<file path="config.mk">
export PLATFORM = sky130hd
export DESIGN_NAME = dotscan_driver
export DESIGN_NICKNAME = d
export VERILOG_FILES = /design/src/rtl/dotscan_pkg.sv /design/src/rtl/dotscan_fbuf.sv /design/src/rtl/dotscan_wordgen.sv /design/src/rtl/dotscan_shift.sv /design/src/rtl/dotscan_driver.sv
export SDC_FILE = /design/constraint.sdc
export NUM_CORES = 1
export LEC_CHECK = 0
export BUFFER_PORTS_ARGS = -buffer_cell sky130_fd_sc_hd__buf_2
export CELL_PAD_IN_SITES_DETAIL_PLACEMENT = 1
export CELL_PAD_IN_SITES_GLOBAL_PLACEMENT = 1
export CORE_ASPECT_RATIO = 0.7
export CORE_MARGIN = 8
export CORE_UTILIZATION = 50
export CTS_CLUSTER_SIZE = 25
export DETAILED_ROUTE_END_ITERATION = 10
export PLACE_DENSITY = 0.9
export SLEW_MARGIN = 5
export SYNTH_ARGS = -nofsm -noshare
export SYNTH_HDL_FRONTEND = slang
export SYNTH_HIERARCHICAL = 1
export SYNTH_SLANG_ARGS = --single-unit
</file>
<file path="constraint.sdc">
create_clock -name clk -period 3.9 [get_ports clk]
set_input_delay 0.585 -clock clk [delete_from_list [all_inputs] [get_ports clk]]
set_output_delay 0.585 -clock clk [all_outputs]
set_load 0.005 [all_outputs]
</file>
<file path="src/rtl/dotscan_pkg.sv">
`timescale 1ns/1ps
package dotscan_pkg;

    localparam int N_BLK       = 5;
    localparam int N_COL       = 5;
    localparam int N_ROW       = 5;
    localparam int N_ENT       = N_BLK * 2 * N_COL;
    localparam int ADDR_W      = $clog2(N_ENT + 1);
    localparam int COLF_LO     = 5;
    localparam int ROW_ODD_LO  = COLF_LO + N_BLK * N_COL;
    localparam int ROW_EVEN_LO = ROW_ODD_LO + N_ROW;
    localparam int CHAIN_W     = ROW_EVEN_LO + N_ROW;
    localparam int BLK_W       = $clog2(N_BLK);
    localparam int COL_W       = $clog2(N_COL);
    localparam int BIT_W       = $clog2(CHAIN_W);

    typedef logic [N_ROW-1:0]   rows_t;
    typedef logic [CHAIN_W-1:0] word_t;

    typedef struct packed {
        logic [BLK_W-1:0] blk;
        logic [COL_W-1:0] col;
    } scanpos_t;

    typedef enum logic [1:0] {SEQ_OFF, SEQ_RUN, SEQ_BLANK} seqmode_t;
    typedef enum logic [1:0] {SH_IDLE, SH_SHIFT, SH_LATCH} shst_t;

    // Field slot in the chain for each character block (wiring order).
    function automatic int slot_of_block(input int b);
        case (b)
            0:       return 0;
            1:       return 3;
            2:       return 4;
            3:       return 1;
            default: return 2;
        endcase
    endfunction

    function automatic int field_lo(input int b);
        return COLF_LO + slot_of_block(b) * N_COL;
    endfunction

    function automatic logic [ADDR_W-1:0] odd_entry(input scanpos_t p);
        return ADDR_W'(32'(p.blk) * (2 * N_COL) + 32'(p.col));
    endfunction

    function automatic logic [ADDR_W-1:0] even_entry(input scanpos_t p);
        return ADDR_W'(32'(p.blk) * (2 * N_COL) + (2 * N_COL - 1) - 32'(p.col));
    endfunction

    function automatic scanpos_t next_pos(input scanpos_t p);
        scanpos_t n;
        n = p;
        if (p.col == COL_W'(N_COL - 1)) begin
            n.col = '0;
            n.blk = (p.blk == BLK_W'(N_BLK - 1)) ? '0 : p.blk + 1'b1;
        end else begin
            n.col = p.col + 1'b1;
        end
        return n;
    endfunction

endpackage

</file>
<file path="src/rtl/dotscan_fbuf.sv">
`timescale 1ns/1ps
module dotscan_fbuf
    import dotscan_pkg::*;
(
    input  logic              clk,
    input  logic              rst,
    input  logic              we,
    input  logic [ADDR_W-1:0] waddr,
    input  rows_t             wdata,
    input  logic [ADDR_W-1:0] raddr_a,
    input  logic [ADDR_W-1:0] raddr_b,
    output rows_t             rdata_a,
    output rows_t             rdata_b
);

    logic [N_ENT-1:0][N_ROW-1:0] mem;
    logic                        wr_ok;

    assign wr_ok = we && (waddr < ADDR_W'(N_ENT));

    always_ff @(posedge clk) begin
        if (rst) begin
            mem <= '0;
        end else if (wr_ok) begin
            mem[waddr] <= wdata;
        end
    end

    assign rdata_a = mem[raddr_a];
    assign rdata_b = mem[raddr_b];

    // an out-of-range write leaves the picture untouched
    assert_oob_write_ignored_R6: assert property (@(posedge clk) disable iff (rst)
        (we && (waddr >= ADDR_W'(N_ENT))) |=> $stable(mem));

endmodule

</file>
<file path="src/rtl/dotscan_wordgen.sv">
`timescale 1ns/1ps
module dotscan_wordgen
    import dotscan_pkg::*;
(
    input  scanpos_t pos,
    input  logic     blank,
    input  rows_t    odd_rows,
    input  rows_t    even_rows,
    output word_t    word
);

    logic [N_COL-1:0] col_onehot;

    assign col_onehot = N_COL'(1) << pos.col;

    assign word[COLF_LO-1:0] = '0;

    for (genvar b = 0; b < N_BLK; b++) begin : g_blk
        localparam int LO = field_lo(b);
        assign word[LO +: N_COL] =
            (!blank && (pos.blk == BLK_W'(b))) ? col_onehot : '0;
    end

    assign word[ROW_ODD_LO  +: N_ROW] = blank ? '0 : odd_rows;
    assign word[ROW_EVEN_LO +: N_ROW] = blank ? '0 : even_rows;

endmodule

</file>
<file path="src/rtl/dotscan_shift.sv">
`timescale 1ns/1ps
module dotscan_shift
    import dotscan_pkg::*;
#(
    parameter int HALF_PERIOD = 2
) (
    input  logic  clk,
    input  logic  rst,
    input  logic  start,
    input  word_t word_i,
    output logic  idle_o,
    output logic  done_o,
    output logic  sdata_o,
    output logic  sclk_o,
    output logic  slatch_o
);

    localparam int PH_W = (2 * HALF_PERIOD > 1) ? $clog2(2 * HALF_PERIOD) : 1;
    localparam logic [PH_W-1:0]  PH_LAST  = PH_W'(2 * HALF_PERIOD - 1);
    localparam logic [PH_W-1:0]  PH_RISE  = PH_W'(HALF_PERIOD);
    localparam logic [BIT_W-1:0] BIT_LAST = BIT_W'(CHAIN_W - 1);

    shst_t            st;
    word_t            sreg;
    logic [PH_W-1:0]  ph;
    logic [BIT_W-1:0] bcnt;

    always_ff @(posedge clk) begin
        if (rst) begin
            st   <= SH_IDLE;
            sreg <= '0;
            ph   <= '0;
            bcnt <= '0;
        end else begin
            case (st)
                SH_IDLE: begin
                    if (start) begin
                        sreg <= word_i;
                        ph   <= '0;
                        bcnt <= '0;
                        st   <= SH_SHIFT;
                    end
                end
                SH_SHIFT: begin
                    if (ph == PH_LAST) begin
                        ph <= '0;
                        if (bcnt == BIT_LAST) begin
                            st <= SH_LATCH;
                        end else begin
                            sreg <= sreg >> 1;
                            bcnt <= bcnt + 1'b1;
                        end
                    end else begin
                        ph <= ph + 1'b1;
                    end
                end
                SH_LATCH: begin
                    if (ph == PH_LAST) begin
                        ph <= '0;
                        st <= SH_IDLE;
                    end else begin
                        ph <= ph + 1'b1;
                    end
                end
                default: st <= SH_IDLE;
            endcase
        end
    end

    assign idle_o   = (st == SH_IDLE);
    assign done_o   = (st == SH_LATCH) && (ph == PH_LAST);
    assign sdata_o  = (st == SH_SHIFT) && sreg[0];
    assign sclk_o   = (st == SH_SHIFT) && (ph >= PH_RISE);
    assign slatch_o = (st == SH_LATCH);

    // data settled before the rising edge and held through the high phase
    assert_data_stable_R2: assert property (@(posedge clk) disable iff (rst)
        sclk_o |-> $stable(sdata_o));

    // the latch pulse follows a shift-clock high phase directly
    assert_latch_after_clk_R1: assert property (@(posedge clk) disable iff (rst)
        $rose(slatch_o) |-> $past(sclk_o));

    // a word is accepted only when the serializer is free
    assert_start_when_idle_R1: assert property (@(posedge clk) disable iff (rst)
        start |-> idle_o);

endmodule

</file>
<file path="src/rtl/dotscan_driver.sv">
`timescale 1ns/1ps
module dotscan_driver
    import dotscan_pkg::*;
#(
    parameter int HALF_PERIOD = 2
) (
    input  logic              clk,
    input  logic              rst,
    input  logic              enable_i,
    input  logic              wr_en_i,
    input  logic [ADDR_W-1:0] wr_addr_i,
    input  logic [N_ROW-1:0]  wr_data_i,
    output logic              ser_data_o,
    output logic              ser_clk_o,
    output logic              ser_latch_o,
    output logic              frame_done_o
);

    seqmode_t          mode_q;
    scanpos_t          pos_q;
    logic              last_q;
    logic              fdone_q;

    logic              sh_idle;
    logic              sh_done;
    logic              sh_start;
    logic              blank_sel;
    logic              pos_is_last;
    word_t             word;
    rows_t             odd_rows;
    rows_t             even_rows;
    logic [ADDR_W-1:0] ra_odd;
    logic [ADDR_W-1:0] ra_even;

    assign ra_odd      = odd_entry(pos_q);
    assign ra_even     = even_entry(pos_q);
    assign pos_is_last = (pos_q.blk == BLK_W'(N_BLK - 1)) &&
                         (pos_q.col == COL_W'(N_COL - 1));
    assign blank_sel   = (mode_q == SEQ_RUN) && !enable_i;
    assign sh_start    = sh_idle &&
                         (((mode_q == SEQ_OFF) && enable_i) || (mode_q == SEQ_RUN));

    dotscan_fbuf i_fbuf (
        .clk     (clk),
        .rst     (rst),
        .we      (wr_en_i),
        .waddr   (wr_addr_i),
        .wdata   (wr_data_i),
        .raddr_a (ra_odd),
        .raddr_b (ra_even),
        .rdata_a (odd_rows),
        .rdata_b (even_rows)
    );

    dotscan_wordgen i_wordgen (
        .pos       (pos_q),
        .blank     (blank_sel),
        .odd_rows  (odd_rows),
        .even_rows (even_rows),
        .word      (word)
    );

    dotscan_shift #(.HALF_PERIOD(HALF_PERIOD)) i_shift (
        .clk      (clk),
        .rst      (rst),
        .start    (sh_start),
        .word_i   (word),
        .idle_o   (sh_idle),
        .done_o   (sh_done),
        .sdata_o  (ser_data_o),
        .sclk_o   (ser_clk_o),
        .slatch_o (ser_latch_o)
    );

    always_ff @(posedge clk) begin
        if (rst) begin
            mode_q  <= SEQ_OFF;
            pos_q   <= '0;
            last_q  <= 1'b0;
            fdone_q <= 1'b0;
        end else begin
            fdone_q <= sh_done && last_q;
            case (mode_q)
                SEQ_OFF: begin
                    if (sh_start) begin
                        mode_q <= SEQ_RUN;
                        last_q <= pos_is_last;
                        pos_q  <= next_pos(pos_q);
                    end
                end
                SEQ_RUN: begin
                    if (sh_start) begin
                        if (blank_sel) begin
                            mode_q <= SEQ_BLANK;
                            last_q <= 1'b0;
                            pos_q  <= '0;
                        end else begin
                            last_q <= pos_is_last;
                            pos_q  <= next_pos(pos_q);
                        end
                    end
                end
                SEQ_BLANK: begin
                    if (sh_idle) begin
                        mode_q <= SEQ_OFF;
                    end
                end
                default: mode_q <= SEQ_OFF;
            endcase
        end
    end

    assign frame_done_o = fdone_q;

    // the frame strobe lasts one clock
    assert_frame_done_pulse_R9: assert property (@(posedge clk) disable iff (rst)
        frame_done_o |=> !frame_done_o);

    // a display word selects one column line and leaves the low bits clear
    assert_one_column_R3: assert property (@(posedge clk) disable iff (rst)
        (sh_start && !blank_sel) |->
            (($countones(word[ROW_ODD_LO-1:COLF_LO]) == 1) && (word[COLF_LO-1:0] == '0)));

    // the shutdown word carries no set bit
    assert_blank_word_R7: assert property (@(posedge clk) disable iff (rst)
        (sh_start && blank_sel) |-> (word == '0));

    // nothing toggles on the chain while parked
    assert_parked_quiet_R7: assert property (@(posedge clk) disable iff (rst)
        (mode_q == SEQ_OFF) |-> (!ser_clk_o && !ser_latch_o));

    // a parked scan always resumes at the first column pair
    assert_restart_origin_R8: assert property (@(posedge clk) disable iff (rst)
        (mode_q == SEQ_OFF) |-> (pos_q == '0));

endmodule

</file>
=== After elaboration in Yosys (flattened, before gate mapping) ===
Cells that the tools add are included.

* Flip-flop bits (word level): 310
* Input port bits: 15
* Output and inout port bits: 4

* $add $sub $neg: 7
* Multiply operators: 1
* Magnitude comparators: 6
* Equality and inequality tests: 20
* Shift-type cells: 1
* Muxes and demuxes: 45
* Reductions and logical operators: 30

{| class="wikitable"
|+ Operator list
! kind !! count
|-
| 250-bit bitwise mux || 1
|-
| 40-bit 2-to-1 mux || 3
|-
| 40-bit one-hot mux with 2 select lines || 1
|-
| 5-bit binary-select mux with 6-bit select || 2
|-
| 5-bit 2-to-1 mux || 10
|-
| 6-bit 2-to-1 mux || 6
|-
| 5-bit demux with 6-bit select || 1
|-
| 6-bit one-hot mux with 2 select lines || 2
|-
| 6-bit by 7-bit < comparator with 1-bit output (second input constant) || 3
|-
| 2-bit 2-to-1 mux || 9
|-
| 1-bit logical AND || 15
|-
| 2-bit by 1-bit inequality test with 1-bit output (second input constant) || 7
|-
| 2-bit one-hot mux with 3 select lines || 2
|-
| 4-bit AND reduction || 3
|-
| 3-bit 2-to-1 mux || 3
|-
| 3-bit by 1-bit adder with 3-bit output (second input constant) || 2
|-
| 6-bit by 1-bit adder with 6-bit output (second input constant) || 1
|-
| 6-bit by 3-bit adder with 6-bit output || 1
|-
| 6-bit by 4-bit adder with 6-bit output (second input constant) || 1
|-
| 2-bit == test (second input constant) || 3
|-
| 3-bit by 2-bit == test with 1-bit output (second input constant) || 2
|-
| 3-bit == test (second input constant) || 2
|-
| 6-bit == test (second input constant) || 1
|-
| 6-bit by 1-bit greater-or-equal comparator with 1-bit output (second input constant) || 1
|-
| 20 further kinds || 28
|}

=== Depth between registers and ports, before layout ===
* Depth in word-level cells: 8
* Depth in mapped cells: 17
* Mapped depth without buffers: 16

=== Modules after synthesis ===
The synthesis kept the hierarchy.

{| class="wikitable"
|+ Modules (own cells, without submodules)
! module !! times used !! cells each !! area each (µm²) !! sequential area each (µm²)
|-
| dotscan_fbuf || 1 || 1504 || 13574.3 || 5004.8
|-
| dotscan_shift || 1 || 266 || 2702.6 || 1001.0
|-
| dotscan_driver || 1 || 86 || 794.5 || 200.2
|-
| dotscan_wordgen || 1 || 52 || 306.5 || 0.0
|}

=== Worst setup path after synthesis ===
OpenSTA, ideal clock, no wires.

* Kind: register -> register
* From: register pos_q[2] (netlist bit)
* To: register i_shift.sreg[39]
* Setup time: 0.079 ns
* Arrival time: 3.315 ns
* Required time: 3.821 ns
* Setup slack: 0.507 ns
* Cell stages (with the launch flop): 16
* Path buffers: 1
* Path through: dfxtp_1 > inv_1 > ha_1 > ha_1 > fa_1 > xor2_1 > clkbuf_1 > nand3_1 > o21ai_0 > o21ai_0 > a211oi_1 > nor2b_1 > nand3b_1 > a21boi_0 > a211oi_1 > nor3_1

* Word-level cells in the longest chain between the ends: 6

{| class="wikitable"
|+ RTL lines
! what !! RTL line !! RTL
|-
| start, declared || dotscan_driver.sv:20 || <nowiki>scanpos_t pos_q;</nowiki>
|-
| start signal, assigned || dotscan_driver.sv:88 || <nowiki>pos_q <= next_pos(pos_q);</nowiki>
|-
| start signal, assigned || dotscan_driver.sv:99 || <nowiki>pos_q <= next_pos(pos_q);</nowiki>
|-
| 6-bit by 3-bit subtractor with 6-bit output || dotscan_pkg.sv:48 || <nowiki>return ADDR_W'(32'(p.blk) * (2 * N_COL) + (2 * N_COL - 1) - 32'(p.col));</nowiki>
|-
| via ra_even[4] || dotscan_driver.sv:33 || <nowiki>logic [ADDR_W-1:0] ra_even;</nowiki>
|-
| 5-bit binary-select mux with 6-bit select || dotscan_fbuf.sv:30 || <nowiki>assign rdata_b = mem[raddr_b];</nowiki>
|-
| 5-bit 2-to-1 mux (implied by the code) || dotscan_fbuf.sv:30 ||
|-
| via even_rows[4] || dotscan_driver.sv:31 || <nowiki>rows_t even_rows;</nowiki>
|-
| 5-bit 2-to-1 mux || dotscan_wordgen.sv:25 || <nowiki>assign word[ROW_EVEN_LO +: N_ROW] = blank ? '0 : even_rows;</nowiki>
|-
| via word[39] || dotscan_driver.sv:29 || <nowiki>word_t word;</nowiki>
|-
| 40-bit 2-to-1 mux || dotscan_shift.sv:37 || <nowiki>if (start) begin</nowiki>
|-
| 40-bit one-hot mux with 2 select lines || dotscan_shift.sv:35 || <nowiki>case (st)</nowiki>
|-
| end signal, assigned || dotscan_shift.sv:38 || <nowiki>sreg <= word_i;</nowiki>
|-
| end signal, assigned || dotscan_shift.sv:50 || <nowiki>sreg <= sreg >> 1;</nowiki>
|-
| end, declared || dotscan_shift.sv:24 || <nowiki>word_t sreg;</nowiki>
|}

The timed path passes the listed nets, and every way through them passes these cells. The select of a mux whose other input is x is not followed.
A chain may end at the register's enable or synchronous reset.

=== Worst setup path in the final report ===
* From: register pos_q[3] (netlist bit)
* To: register i_shift.sreg[31]

* Word-level cells in the longest chain between the ends: 7

{| class="wikitable"
|+ RTL lines
! what !! RTL line !! RTL
|-
| 3-bit by 3-bit multiplier with 5-bit output || dotscan_pkg.sv:44 || <nowiki>return ADDR_W'(32'(p.blk) * (2 * N_COL) + 32'(p.col));</nowiki>
|-
| 6-bit by 3-bit adder with 6-bit output || dotscan_pkg.sv:44 ||
|-
| 5-bit binary-select mux with 6-bit select || dotscan_fbuf.sv:29 || <nowiki>assign rdata_a = mem[raddr_a];</nowiki>
|-
| 5-bit 2-to-1 mux (implied by the code) || dotscan_fbuf.sv:29 ||
|-
| via odd_rows[1] || dotscan_driver.sv:30 || <nowiki>rows_t odd_rows;</nowiki>
|-
| 5-bit 2-to-1 mux || dotscan_wordgen.sv:24 || <nowiki>assign word[ROW_ODD_LO +: N_ROW] = blank ? '0 : odd_rows;</nowiki>
|-
| via word[31] || dotscan_driver.sv:29 ||
|-
| 40-bit 2-to-1 mux || dotscan_shift.sv:37 ||
|-
| 40-bit one-hot mux with 2 select lines || dotscan_shift.sv:35 ||
|}

The timed path passes the listed nets, and every way through them passes these cells. The select of a mux whose other input is x is not followed.

==> results.tsv <==
stage	metric	value	unit
drt	dr.first_iter.drc_count	1577	
logic_synthesis	synth_seq_cells	310	
drt	drc	0	
grt	grt_pass1_wl	93970	um
drt	viasPerCell	6.650	
logic_synthesis	syn_inst	1908	
clocking	clockBufferDepth	3	
sta	fin_hold_ws	0.3622	ns
setup_path	critPathArrivalTime	4.12	ns
sta	layout_setup_ws	0.2447	ns
sta	finalHoldViolations	0	
hold_path	min_path_type	in -> reg	
floorplanning	fp.dieH	172.0	um
grt	grt_pass1_vias	16060	
logic_synthesis	synth_area	17380	um^2
sta	tns	0	ns
run	cap_violations	0	
setup_path	critPathCaptureType	flip-flop	
logic_synthesis	ys.flop_type	dfxtp_1	
status	outcome	complete, no violations	
clocking	clkTransAtPathRegs	0.07	ns
drt	via_count	15520	
place	gp_congestion	0.9364	
setup_path	reg2reg_slack	0.24	ns
clocking	cts_root_buf	clkbuf_16	
final_layout	layout_common_cells	dfxtp_1 (307), nand2_1 (293), a21oi_1 (235)	
clocking	cts_buffers	31	
final_layout	area_growth	8.798	%
sta	min_period	3.655	ns
pwr	vdd_drop_max	0.4129	mV
place	dp_hpwl	39320	um
final_layout	utilization	54.89	%
pwr	leakage	6.072	nW
grt	antenna_found_initial	1	
floorplanning	ios	19	
pwr	power_density	488.5	nW/um^2
drt	drt.antenna.violating_nets	0	
floorplanning	rows	57	
place	portBuffers	18	
clocking	clock-sinks	310	
sta	fmax	273.6	MHz
pwr	p_total	9.235	mW
final_layout	mostFrequentLayoutCell	dfxtp_1	
clocking	worstSkewPairLatency	0.59	ns
drt	routedWlPerCell	25.56	um
logic_synthesis	yosys_warnings	6	
floorplanning	dieArea	41070	um^2
setup_path	crit_path_start_kind	flip-flop	
final_layout	nets	1871	
setup_path	path_max_fanout	21	
setup_path	critical_path_required	4.36	ns
place	dp_cells	2275	
clocking	htree_levels	1	
sta	max_slew_margin	11.42	%
final_layout	stdcell_count	2334	
grt	grt_max_degree	131	
drt	drt-total-wl	59660	um
clocking	postCtsSetupRepairBufs	0	
logic_synthesis	yosys.area.top_type	dfxtp_1	
logic_synthesis	synth_cell_types	78	
logic_synthesis	synth.area.top_cells	dfxtp_1 (36%), mux4_2 (14%), mux2i_1 (7.4%), a21oi_1 (6.8%), nand3_1 (6.7%)	
sta	finalClockSkew	0.01826	ns
sta	tightestPinTransition	1.329	ns
final_layout	nFillCells	3862	
place	dpl_cell_area	17780	um^2
floorplanning	core-area	34450	um^2
clocking	cts_tree	yes	
sta	timing.final.crit_share	93.73	%
final_layout	drive_gt1_share	17.68	%
logic_synthesis	synth_top_area_share	35.71	%
logic_synthesis	synth_edf_count	0	
logic_synthesis	syn_avg_cell_area	9.108	um^2
final_layout	fin_area	18910	um^2
drt	firstDrtPassIters	6	
sta	drv_slew	0	
grt	grt_usage	28.80	%
logic_synthesis	async_flop_share	0	%
grt	globalRouteOverflowTotal	0	
floorplanning	start_util	50.45	%
setup_path	worst-setup-path-type	reg -> reg	
sta	setup_viol	0	
place	place_ws	0.3081	ns
floorplanning	die_w	238.8	um
logic_synthesis	yosysSeqAreaShare	35.71	%
sta	rsz0062_at_grt	no	
final timing paths:
path	start	to	depth (start not counted)
max	pos_q[3]$_SDFFE_PP0P_	i_shift/sreg[31]$_SDFFE_PP0P_	13
min	enable_i	pos_q[5]$_SDFFE_PP0P_	3
max reg2reg	pos_q[3]$_SDFFE_PP0P_	i_shift/sreg[31]$_SDFFE_PP0P_	13
min reg2reg	last_q$_SDFFE_PP0P_	last_q$_SDFFE_PP0P_	2
synth_stat cells (all sizes together), types with 3 or more instances:
| cell type | instances |
|---|---|
| mux2i | 128 |
| or3b | 3 |
| mux2 | 11 |
| clkbuf | 118 |
| o211ai | 4 |
| xnor2 | 5 |
| and2 | 6 |
| a22oi | 6 |
| nor3 | 13 |
| nor2 | 135 |
| dfxtp | 310 |
| nand2b | 13 |
| nand3b | 6 |
| nor2b | 22 |
| a21oi | 235 |
| mux4 | 115 |
| nor3b | 5 |
| a22o | 3 |
| a221oi | 5 |
| a31oi | 4 |
| nand2 | 293 |
| buf | 63 |
| a211oi | 50 |
| o21ai | 20 |
| nor4b | 3 |
| ha | 18 |
| and3 | 4 |
| o22ai | 7 |
| or2 | 3 |
| or4b | 3 |
| a2111oi | 4 |
| inv | 18 |
| nand3 | 231 |
| nand4 | 6 |
| or3 | 3 |
sequential cells by signal, indices dropped and copies added (netlist names), 2 cells and up:
signal / count
i_fbuf/mem: 250
i_shift/bcnt: 6
pos_q: 6
i_shift/st: 2
i_shift/ph: 2
i_shift/sreg: 40
mode_q: 2
cell families (layout without fill, tap and decap cells):
kind of cell,Yosys count,in the layout,synth area share [%]
other,1,6,0.02158
multiplexers,254,254,23.16
flip-flops,310,310,35.71
buffers and inverters,201,150,5.472
AND/OR/NAND/NOR,755,755,20.07
AO/OA/AOI/OAI,360,360,13.69
XOR/XNOR,7,7,0.3528
adder cells (fa/ha/maj),20,20,1.526
worst max-delay path, stage by stage, from the launching register on:
cell and delay [ns]:
dfxtp_2 0.42, inv_1 0.11, ha_1 0.33, inv_4 0.28, buf_4 0.41, buf_4 0.22
mux4_2 0.33, mux2i_1 0.17, o22ai_1 0.09, o21ai_0 0.48, o21ai_0 0.22, nor2b_1 0.18
mux2i_1 0.17, a211oi_2 0.09
metal layers:
metal,global-route usage (%),up-vias,share of wire [%]
met3,6.210,183,10
li1,-,6739,-
met2,47.16,793,46
met1,37.92,7805,40
met4,9.243,2,3.5
met5,0,-,0.025
power breakdown:
group / leakage, nW / switching [mW] / internal (mW)
logic: 3.02 / 1.49 / 0.917
clock network: 0.548 / 1.36 / 1.95
registers: 2.51 / 0.155 / 3.37
total: 6.07 / 3.00 / 6.24
area by class of cell:
class,count,area [um^2],area share [%]
Clock inverter,20,261.5,1.383
Tap cell,472,590.6,3.124
Multi-Input combinational cell,1401,10280,54.39
Antenna cell,1,2.502,0.01324
Inverter,20,85.08,0.4500
Clock buffer,38,853.3,4.513
Sequential cell,310,6212,32.86
Timing Repair Buffer,72,618.1,3.269
repair_timing:
item                       4_1_cts  5_1_grt
gates resized for setup          0        5
hold buffers                     0        0
setup endpoints to repair        0        1
hold endpoints to repair         0        0
Power figures use the tool's default switching activity.
